<file path="src/rtl/fsc_pkg.sv">
package fsc_pkg;

    typedef enum logic [2:0] {
        ST_IDLE,
        ST_OPCODE,
        ST_WREN_END,
        ST_WRSR_DATA,
        ST_WRSR_END,
        ST_READ,
        ST_DISCARD
    } fsc_state_e;

    localparam int unsigned BYTE_W   = 8;
    localparam logic [7:0]  OP_WREN  = 8'h06;
    localparam logic [7:0]  OP_WRSR  = 8'h01;
    localparam logic [7:0]  OP_RDSR  = 8'h05;

    localparam int unsigned BIT_SRWD = 7;
    localparam int unsigned BP_HI    = 4;
    localparam int unsigned BP_LO    = 2;
    localparam int unsigned BP_W     = BP_HI - BP_LO + 1;

endpackage

</file>
<file path="src/rtl/fsc_in_sync.sv">
module fsc_in_sync #(
    parameter int unsigned     N       = 4,
    parameter int unsigned     STAGES  = 2,
    parameter logic [N-1:0]    RST_VAL = '0
) (
    input  logic         clk,
    input  logic         rst_n,
    input  logic [N-1:0] din,
    output logic [N-1:0] dout
);

    logic [N-1:0] stg [STAGES];

    for (genvar g = 0; g < STAGES; g++) begin : g_stage
        if (g == 0) begin : g_first
            always_ff @(posedge clk or negedge rst_n) begin
                if (!rst_n) stg[0] <= RST_VAL;
                else        stg[0] <= din;
            end
        end else begin : g_rest
            always_ff @(posedge clk or negedge rst_n) begin
                if (!rst_n) stg[g] <= RST_VAL;
                else        stg[g] <= stg[g-1];
            end
        end
    end

    assign dout = stg[STAGES-1];

endmodule

</file>
<file path="src/rtl/fsc_rx_shift.sv">
module fsc_rx_shift #(
    parameter int unsigned W = 8
) (
    input  logic         clk,
    input  logic         rst_n,
    input  logic         clear,
    input  logic         shift_en,
    input  logic         din,
    output logic         byte_done,
    output logic [W-1:0] byte_val
);

    localparam int unsigned CW = $clog2(W);
    localparam logic [CW-1:0] LAST = CW'(W - 1);

    logic [W-1:0]  sh_q;
    logic [CW-1:0] cnt_q;

    always_ff @(posedge clk or negedge rst_n) begin
        if (!rst_n) begin
            sh_q  <= '0;
            cnt_q <= '0;
        end else if (clear) begin
            sh_q  <= '0;
            cnt_q <= '0;
        end else if (shift_en) begin
            sh_q  <= {sh_q[W-2:0], din};
            cnt_q <= (cnt_q == LAST) ? '0 : cnt_q + 1'b1;
        end
    end

    assign byte_done = shift_en && !clear && (cnt_q == LAST);
    assign byte_val  = {sh_q[W-2:0], din};

endmodule

</file>
<file path="src/rtl/fsc_tx_shift.sv">
module fsc_tx_shift #(
    parameter int unsigned W = 8
) (
    input  logic         clk,
    input  logic         rst_n,
    input  logic         active,
    input  logic         shift_en,
    input  logic [W-1:0] load_val,
    output logic         dout
);

    localparam int unsigned CW = $clog2(W);
    localparam logic [CW-1:0] LAST = CW'(W - 1);

    logic [W-1:0]  sh_q;
    logic [CW-1:0] cnt_q;

    // Idle parks the counter on the last slot, so the first falling edge
    // of a read loads a fresh copy of the register.
    always_ff @(posedge clk or negedge rst_n) begin
        if (!rst_n) begin
            sh_q  <= '0;
            cnt_q <= LAST;
        end else if (!active) begin
            sh_q  <= '0;
            cnt_q <= LAST;
        end else if (shift_en) begin
            if (cnt_q == LAST) begin
                sh_q  <= load_val;
                cnt_q <= '0;
            end else begin
                sh_q  <= {sh_q[W-2:0], 1'b0};
                cnt_q <= cnt_q + 1'b1;
            end
        end
    end

    assign dout = sh_q[W-1];

endmodule

</file>
<file path="src/rtl/fsc_write_timer.sv">
module fsc_write_timer #(
    parameter int unsigned CYCLES = 1024
) (
    input  logic clk,
    input  logic rst_n,
    input  logic start,
    output logic busy,
    output logic done
);

    localparam int unsigned CW = $clog2(CYCLES + 1);
    localparam logic [CW-1:0] LOAD = CW'(CYCLES);

    logic [CW-1:0] cnt_q;

    always_ff @(posedge clk or negedge rst_n) begin
        if (!rst_n)                     cnt_q <= '0;
        else if (start && cnt_q == '0)  cnt_q <= LOAD;
        else if (cnt_q != '0)           cnt_q <= cnt_q - 1'b1;
    end

    assign busy = (cnt_q != '0);
    assign done = (cnt_q == CW'(1));

endmodule

</file>
<file path="src/rtl/flash_status_ctrl.sv">
module flash_status_ctrl
    import fsc_pkg::*;
#(
    parameter int unsigned WRITE_CYCLES = 1024,
    parameter int unsigned SYNC_STAGES  = 2
) (
    input  logic clk,
    input  logic rst_n,
    input  logic cs_n,
    input  logic sck,
    input  logic mosi,
    input  logic wp_n,
    output logic miso,
    output logic miso_oe
);

    localparam int unsigned NSYNC = 4;

    // synchronized pins
    logic [NSYNC-1:0] sy;
    logic cs_s, sck_s, mosi_s, wp_n_s;
    logic cs_prev, sck_prev;
    logic cs_rise, cs_low, sck_rise, sck_fall;

    fsc_in_sync #(
        .N       (NSYNC),
        .STAGES  (SYNC_STAGES),
        .RST_VAL (4'b1001)
    ) u_sync (
        .clk   (clk),
        .rst_n (rst_n),
        .din   ({wp_n, mosi, sck, cs_n}),
        .dout  (sy)
    );

    assign cs_s   = sy[0];
    assign sck_s  = sy[1];
    assign mosi_s = sy[2];
    assign wp_n_s = sy[3];

    always_ff @(posedge clk or negedge rst_n) begin
        if (!rst_n) begin
            cs_prev  <= 1'b1;
            sck_prev <= 1'b0;
        end else begin
            cs_prev  <= cs_s;
            sck_prev <= sck_s;
        end
    end

    assign cs_rise  = cs_s & ~cs_prev;
    assign cs_low   = ~cs_s;
    assign sck_rise = sck_s & ~sck_prev & cs_low;
    assign sck_fall = ~sck_s & sck_prev & cs_low;

    // byte receiver
    logic              byte_done;
    logic [BYTE_W-1:0] byte_val;

    fsc_rx_shift #(.W(BYTE_W)) u_rx (
        .clk       (clk),
        .rst_n     (rst_n),
        .clear     (~cs_low),
        .shift_en  (sck_rise),
        .din       (mosi_s),
        .byte_done (byte_done),
        .byte_val  (byte_val)
    );

    // status fields and timer
    logic            srwd_q;
    logic [BP_W-1:0] bp_q;
    logic            wel_q;
    logic            tmr_busy, tmr_done;
    logic [7:0]      status_w;

    // state machine signals
    fsc_state_e        st_q, st_d;
    logic [BYTE_W-1:0] data_q;
    logic              wel_set, wr_commit, hw_prot;

    fsc_write_timer #(.CYCLES(WRITE_CYCLES)) u_tmr (
        .clk   (clk),
        .rst_n (rst_n),
        .start (wr_commit),
        .busy  (tmr_busy),
        .done  (tmr_done)
    );

    assign status_w = {srwd_q, 2'b00, bp_q, wel_q, tmr_busy};
    assign hw_prot  = srwd_q & ~wp_n_s;

    // state register
    always_ff @(posedge clk or negedge rst_n) begin
        if (!rst_n) begin
            st_q   <= ST_IDLE;
            data_q <= '0;
        end else begin
            st_q <= st_d;
            if (st_q == ST_WRSR_DATA && byte_done) data_q <= byte_val;
        end
    end

    // next state
    always_comb begin
        st_d = st_q;
        if (!cs_low) begin
            st_d = ST_IDLE;
        end else begin
            unique case (st_q)
                ST_IDLE:      st_d = ST_OPCODE;
                ST_OPCODE: begin
                    if (byte_done) begin
                        case (byte_val)
                            OP_RDSR: st_d = ST_READ;
                            OP_WREN: st_d = tmr_busy ? ST_DISCARD : ST_WREN_END;
                            OP_WRSR: st_d = tmr_busy ? ST_DISCARD : ST_WRSR_DATA;
                            default: st_d = ST_DISCARD;
                        endcase
                    end
                end
                ST_WREN_END:  if (sck_rise)  st_d = ST_DISCARD;
                ST_WRSR_DATA: if (byte_done) st_d = ST_WRSR_END;
                ST_WRSR_END:  if (sck_rise)  st_d = ST_DISCARD;
                ST_READ:      st_d = ST_READ;
                ST_DISCARD:   st_d = ST_DISCARD;
                default:      st_d = ST_IDLE;
            endcase
        end
    end

    // outputs of the state machine
    always_comb begin
        wel_set   = (st_q == ST_WREN_END) && cs_rise && !tmr_busy;
        wr_commit = (st_q == ST_WRSR_END) && cs_rise && !tmr_busy
                    && wel_q && !hw_prot;
        miso_oe   = (st_q == ST_READ);
    end

    // status register fields
    always_ff @(posedge clk or negedge rst_n) begin
        if (!rst_n) begin
            srwd_q <= 1'b0;
            bp_q   <= '0;
            wel_q  <= 1'b0;
        end else begin
            if (wr_commit) begin
                srwd_q <= data_q[BIT_SRWD];
                bp_q   <= data_q[BP_HI:BP_LO];
            end
            if (wel_set)       wel_q <= 1'b1;
            else if (tmr_done) wel_q <= 1'b0;
        end
    end

    // status transmitter
    fsc_tx_shift #(.W(BYTE_W)) u_tx (
        .clk      (clk),
        .rst_n    (rst_n),
        .active   (st_q == ST_READ),
        .shift_en (sck_fall),
        .load_val (status_w),
        .dout     (miso)
    );

endmodule

</file>
<file path="config.mk">
export PLATFORM = sky130hd
export DESIGN_NAME = flash_status_ctrl
export DESIGN_NICKNAME = d
export VERILOG_FILES = /design/src/rtl/fsc_pkg.sv /design/src/rtl/fsc_in_sync.sv /design/src/rtl/fsc_rx_shift.sv /design/src/rtl/fsc_tx_shift.sv /design/src/rtl/fsc_write_timer.sv /design/src/rtl/flash_status_ctrl.sv
export SDC_FILE = /design/constraint.sdc
export NUM_CORES = 1
export LEC_CHECK = 0
export CORE_ASPECT_RATIO = 0.7
export CORE_MARGIN = 5
export CORE_UTILIZATION = 60
export DETAILED_ROUTE_END_ITERATION = 7
export PLACE_DENSITY_LB_ADDON = 0.15
export SLEW_MARGIN = 5
export SYNTH_ARGS = -nofsm -noshare
export SYNTH_HDL_FRONTEND = slang
export SYNTH_HIERARCHICAL = 1
export SYNTH_SLANG_ARGS = --single-unit
</file>
<file path="constraint.sdc">
create_clock -name clk -period 2.7 [get_ports clk]
set_clock_uncertainty 0.15 [all_clocks]
set_input_delay 0.54 -clock clk [delete_from_list [all_inputs] [get_ports clk]]
set_output_delay 0.54 -clock clk [all_outputs]
set_load 0.05 [all_outputs]
</file>
==> results.sh, run 1 <==
export IMPL_drt_first_pass_iters=4
export IMPL_worst_slack_ps=237.0
export IMPL_power_density_nw_per_um2=711.1
export IMPL_htreeDepth=2
export IMPL_grt_max_degree=40
export IMPL_async_flop_share_pct=100.0
export IMPL_slew_viol_final=0
export IMPL_nNetsFinal=245
export IMPL_cp_end_kind="flip-flop"
export IMPL_tightest_slew_ps=816.8
export IMPL_final_common_cell="dfrtp_1"
export IMPL_grt_total_usage_pct=18.90
export IMPL_area_delta_synth_final_pct=7.941
export IMPL_floorplan_initialDensity_pct=63.53
export IMPL_multi_input_comb_area_sq_um=1075
export IMPL_outcome="complete, no violations"
export IMPL_ys_warn_count=6
export IMPL_route_detailed_wl_per_inst_um=16.38
export IMPL_power_mw=1.959
export IMPL_seq_area_frac_synth_pct=53.33
export IMPL_cts_root_buf="clkbuf_8"
export IMPL_crit_fanout=7
export IMPL_worstRegToRegCells=7
export IMPL_cts_buffers=5
export IMPL_clk_latency_ps=310
export IMPL_worstSetupPathType="reg -> reg"
export IMPL_regArea_sq_um=1361
export IMPL_dp_slack_ps=258.9
export IMPL_clk_pin_slew_ps=90
export IMPL_cap_violations=0
export IMPL_clock_sinks=54
export IMPL_antenna_left=0
export IMPL_ys_seq_elements=54
export IMPL_overflow=0
export IMPL_chipWidth_um=87.96
export IMPL_die_area_sq_um=5679
export IMPL_portBuffers=7
export IMPL_relSlewSlack_pct=45.55
export IMPL_clockBufferDepth=2
export IMPL_synth_edf_count=0
export IMPL_rsz0062_at_grt="no"
export IMPL_fmax_ghz=0.4060
export IMPL_hold_viol=0
export IMPL_dominantRegCellSynth="dfrtp_1"
export IMPL_post_route_period_util_pct=91.22
export IMPL_ir_drop_mv=0.5365
export IMPL_cts_hold_buf=0
export IMPL_antenna_found_initial=0
export IMPL_cp_required_ps=2740
export IMPL_place_gp_congestion=0.8019
export IMPL_grt_pass1_wl_mm=8.390
export IMPL_post_cts_setup_buffers=0
export IMPL_core_sq_um=4018
export IMPL_insertedDiodeCount=0
export IMPL_drc=0
export IMPL_syn_cell_area_sq_um=2552
export IMPL_cts_resized_gates=0
export IMPL_vias=1698
export IMPL_rows=19
export IMPL_syn_inst=225
export IMPL_final_cell_mix="dfrtp_1 (46), o21ai_0 (20), mux2i_1 (19)"
export IMPL_cts_tree="yes"
export IMPL_dp_hpwl_mm=3.358
export IMPL_viasPerCell=5.937
export IMPL_wl_mm=4.686
export IMPL_initialDrtViolationCount=73
export IMPL_grt_pass1_vias=1740
export IMPL_hp_class="in -> async"
export IMPL_power_leakage_nw=1.266
export IMPL_arrival_ps=2510
export IMPL_fin_tns_setup_ps=0
export IMPL_startpoint_type="flip-flop"
export IMPL_drive_above_1_share_pct=17.95
export IMPL_syn_area_per_cell_sq_um=11.34
export IMPL_min_period_ps=2463
export IMPL_num_fill_cells=300
export IMPL_hold_ws_ps=164.4
export IMPL_synth_distinct_cells=45
export IMPL_num_io_pins=8
export IMPL_die_height_um=64.57
export IMPL_setup_viol=0
[registers in the layout (all words and copies together) (netlist names)]
signal and flops:
u_sync/dout 4, u_sync/stg 4, cs_prev 1, u_tmr/cnt_q 11, srwd_q 1, u_rx/cnt_q 3
data_q 4, bp_q 3, st_q 3, sck_prev 1, u_tx/cnt_q 3, wel_q 1
u_rx/sh_q 7, u_tx/sh_q 8
[worst paths after layout]
path	startpoint	to	slack (ps)
worst min-delay path	rst_n	u_rx/cnt_q[2]	160
worst max register to register	u_tmr/cnt_q[1]	bp_q[1]	240
min in group clk	u_sync/stg[5]	u_sync/dout[1]	210
worst max-delay path	u_tmr/cnt_q[1]	bp_q[1]	240
max in group asynchronous	rst_n	bp_q[1]	1590
worst min register to register	u_sync/stg[5]	u_sync/dout[1]	210
[report_power, final]
| group | internal (mW) | switching [mW] | total [mW] | leakage (nW) |
|---|---|---|---|---|
| Combinational | 0.180 | 0.199 | 0.380 | 0.512 |
| Sequential | 0.903 | 0.125 | 1.03 | 0.695 |
| Clock | 0.302 | 0.250 | 0.552 | 0.0585 |
[worst max-delay path: stages (launching register included)]
cell and delay (ps):
dfrtp_1 420, inv_1 120, ha_1 220, nor3b_1 310, nand3_1 160, nor4_2 270
and3_1 390, mux2_4 330
[synth_stat cells, types with 2 or more instances]
cell | n | area (sq um)
dfrtp_1 | 46 | 1151
o21ai_0 | 20 | 100.1
mux2i_1 | 19 | 190.2
a21oi_1 | 17 | 85.08
nor2_1 | 13 | 48.80
dfstp_2 | 8 | 210.2
buf_4 | 7 | 52.55
nand2_1 | 7 | 26.28
nand2b_1 | 7 | 43.79
ha_1 | 6 | 75.07
inv_1 | 5 | 18.77
mux2_2 | 5 | 56.30
nand3_1 | 5 | 25.02
nor2b_1 | 5 | 31.28
nor3_1 | 5 | 25.02
mux2_4 | 4 | 60.06
nor3b_1 | 4 | 30.03
and3_1 | 3 | 18.77
buf_6 | 3 | 33.78
clkbuf_1 | 3 | 11.26
nand3b_1 | 3 | 22.52
or3_2 | 3 | 22.52
and3b_1 | 2 | 17.52
nor4_1 | 2 | 12.51
or3b_1 | 2 | 17.52
or4_1 | 2 | 15.01
[final cells by class]
type | instances | area share [%]
Clock inverter | 1 | 1.090
Multi-Input combinational cell | 152 | 39.01
Tap cell | 52 | 2.361
Inverter | 6 | 0.8174
Clock buffer | 7 | 3.134
Sequential cell | 54 | 49.41
Timing Repair Buffer | 14 | 4.178
[metrics by stage]
step                cells  utilization, %  instance area [sq um]
floorplan             226               -                   2556
global placement      278           65.68                   2639
detailed placement    278           65.68                   2639
CTS                   286           68.58                   2755
global route          286           68.58                   2755
finish                286           68.58                   2755
[per-layer routing]
metal	part of all wire, %	global-route usage, %
met4	0.60	6.705
met5	0	0
met1	48	27.15
met3	4.0	3.924
met2	48	28.57
[logic make-up after synthesis]
logic type	Yosys count	synth area share [%]
multiplexers	29	12.45
adder cells (fa/ha/maj)	6	2.941
other	1	0.1469
buffers and inverters	20	4.902
XOR/XNOR	1	0.3432
AND/OR/NAND/NOR	70	16.37
AO/OA/AOI/OAI	44	9.510
flip-flops	54	53.33
Power figures use the tool's default switching activity.
==> run 2, diff against run 1 <==
--- a/config.mk
+++ b/config.mk
@@ -9,6 +9,7 @@
 export CORE_MARGIN = 5
 export CORE_UTILIZATION = 60
 export DETAILED_ROUTE_END_ITERATION = 7
+export DONT_BUFFER_PORTS = 1
 export PLACE_DENSITY_LB_ADDON = 0.15
 export SLEW_MARGIN = 5
 export SYNTH_ARGS = -nofsm -noshare
==> run 2 against run 1 <==
- power decreased by 5.0%
- global-route usage decreased by 1.3 points
- sequential power about the same
- wire length decreased by 4.6%
- via count decreased by 1.1%
- sequential share of layout area increased by 0.98 points
- cell count decreased by 2.1%
- utilization decreased by 1.3 points
==> results.sh, run 2 (synthesis results as in run 1) <==
export IMPL_rsz0062_at_grt="no"
export IMPL_viasPerCell=6.000
export IMPL_die_area_sq_um=5679
export IMPL_fin_tns_setup_ps=0
export IMPL_core_sq_um=4018
export IMPL_worstSetupPathType="reg -> reg"
export IMPL_clk_latency_ps=310
export IMPL_path_cells="inv_1, ha_1, nor3b_1, nand3_1, nor4_2, and3_1, mux2_4"
export IMPL_grt_pass1_wl_mm=7.803
export IMPL_final_cell_mix="dfrtp_1 (46), o21ai_0 (20), mux2i_1 (19)"
export IMPL_htreeDepth=2
export IMPL_floorplan_initialDensity_pct=63.53
export IMPL_cts_buffers=5
export IMPL_power_density_nw_per_um2=689.0
export IMPL_antenna_found_initial=0
export IMPL_antenna_left=0
export IMPL_grt_max_degree=55
export IMPL_grt_total_usage_pct=17.60
export IMPL_arrival_ps=2500
export IMPL_top_register="u_tmr/cnt_q"
export IMPL_largest_reg_flops=11
export IMPL_drive_above_1_share_pct=17.98
export IMPL_relSlewSlack_pct=61.44
export IMPL_chipWidth_um=87.96
export IMPL_insertedDiodeCount=0
export IMPL_ir_drop_mv=0.4574
export IMPL_cts_tree="yes"
export IMPL_power_leakage_nw=1.239
export IMPL_min_period_ps=2452
export IMPL_clock_sinks=54
export IMPL_portBuffers=0
export IMPL_top_regs="u_tmr/cnt_q x11, u_tx/sh_q x8, u_rx/sh_q x7"
export IMPL_overflow=0
export IMPL_die_height_um=64.57
export IMPL_startpoint_type="flip-flop"
export IMPL_area_delta_synth_final_pct=5.833
export IMPL_post_route_period_util_pct=90.82
export IMPL_rows=19
export IMPL_cap_violations=0
export IMPL_num_io_pins=8
export IMPL_nNetsFinal=239
export IMPL_max_stage_delay_ps=420
export IMPL_post_cts_setup_buffers=0
export IMPL_cts_root_buf="clkbuf_8"
export IMPL_tightest_slew_ps=575.9
export IMPL_wl_mm=4.470
export IMPL_fmax_ghz=0.4078
export IMPL_route_detailed_wl_per_inst_um=15.96
export IMPL_clk_pin_slew_ps=90
export IMPL_vias=1680
export IMPL_cp_required_ps=2750
export IMPL_cp_end_kind="flip-flop"
export IMPL_place_gp_congestion=0.9056
export IMPL_slew_viol_final=0
export IMPL_dp_hpwl_mm=3.166
export IMPL_outcome="complete, no violations"
export IMPL_drc=0
export IMPL_slowest_stage="dfrtp_1"
export IMPL_final_common_cell="dfrtp_1"
export IMPL_drt_first_pass_iters=4
export IMPL_clockBufferDepth=2
export IMPL_hold_ws_ps=73.54
export IMPL_hp_class="in -> reg"
export IMPL_crit_fanout=7
export IMPL_hold_viol=0
export IMPL_grt_pass1_vias=1644
export IMPL_initialDrtViolationCount=82
export IMPL_setup_viol=0
-- run 2: metrics by stage --
step / util [%] / cells / worst slack [ps] / cell area [sq um] / total power [mW]
4_1_cts: 67.24 / 280 / 267.0 / 2701 / 1.865
3_5_place_dp: 63.94 / 270 / 281.7 / 2569 / 1.382
6_report: 67.24 / 280 / 247.8 / 2701 / 1.861
3_3_place_gp: 63.94 / 270 / 407.3 / 2569 / 1.354
2_1_floorplan: - / 226 / 292.1 / 2556 / 1.275
5_1_grt: 67.24 / 280 / 99.81 / 2701 / 1.976
-- run 2: what timing repair did --
item | CTS | global route
setup endpoints to repair | 0 | 0
resized for setup | 0 | 0
hold endpoints to repair | 54 | 0
hold buffers | 2 | 0
-- run 2: per-layer routing --
layer  wire length (um)  global-route usage (%)  part of all wire, %  up-vias
met5                  0                       0                    0        -
met4                 72                   5.747                  1.6        0
met3                152                   3.924                  3.4       10
met2               2107                   27.54                   47       28
met1               2138                   24.50                   48      844
li1                   -                       -                    -      798
-- run 2: area by class of cell --
type / count / area [sq um]
inverter: 6 / 22.52
clock inverter: 2 / 12.51
timing repair buffer: 8 / 82.58
clock buffer: 6 / 82.58
multi-input combinational: 152 / 1075
tap: 52 / 65.06
sequential: 54 / 1361
fill: 306 / 1316
-- run 2: final timing paths --
kind,from,endpoint,slack (ps),cells after the start
setup / recovery,u_tmr/cnt_q[1],bp_q[1],250,7
setup reg to reg,u_tmr/cnt_q[1],bp_q[1],250,7
hold reg to reg,u_sync/stg[4],u_sync/dout[0],210,0
hold / removal,cs_n,u_sync/stg[4],70,0
max in group asynchronous,rst_n,u_sync/dout[0],1520,2
min in group asynchronous,rst_n,u_tmr/cnt_q[1],600,2
-- run 2: worst max-delay path: cells and delay by family, from the launching register on --
kind	cells	cell delay, ps
fa+ha+maj	1	240
mux	1	340
flops	1	420
simple gates	4	1090
buf+inv	1	100
-- run 2: power by group --
| group | leakage [nW] | total, mW | switching, mW | internal [mW] |
|---|---|---|---|---|
| Clock | 0.0472 | 0.464 | 0.258 | 0.206 |
| Sequential | 0.695 | 1.02 | 0.122 | 0.903 |
| Combinational | 0.496 | 0.372 | 0.193 | 0.179 |
| Total | 1.24 | 1.86 | 0.573 | 1.29 |
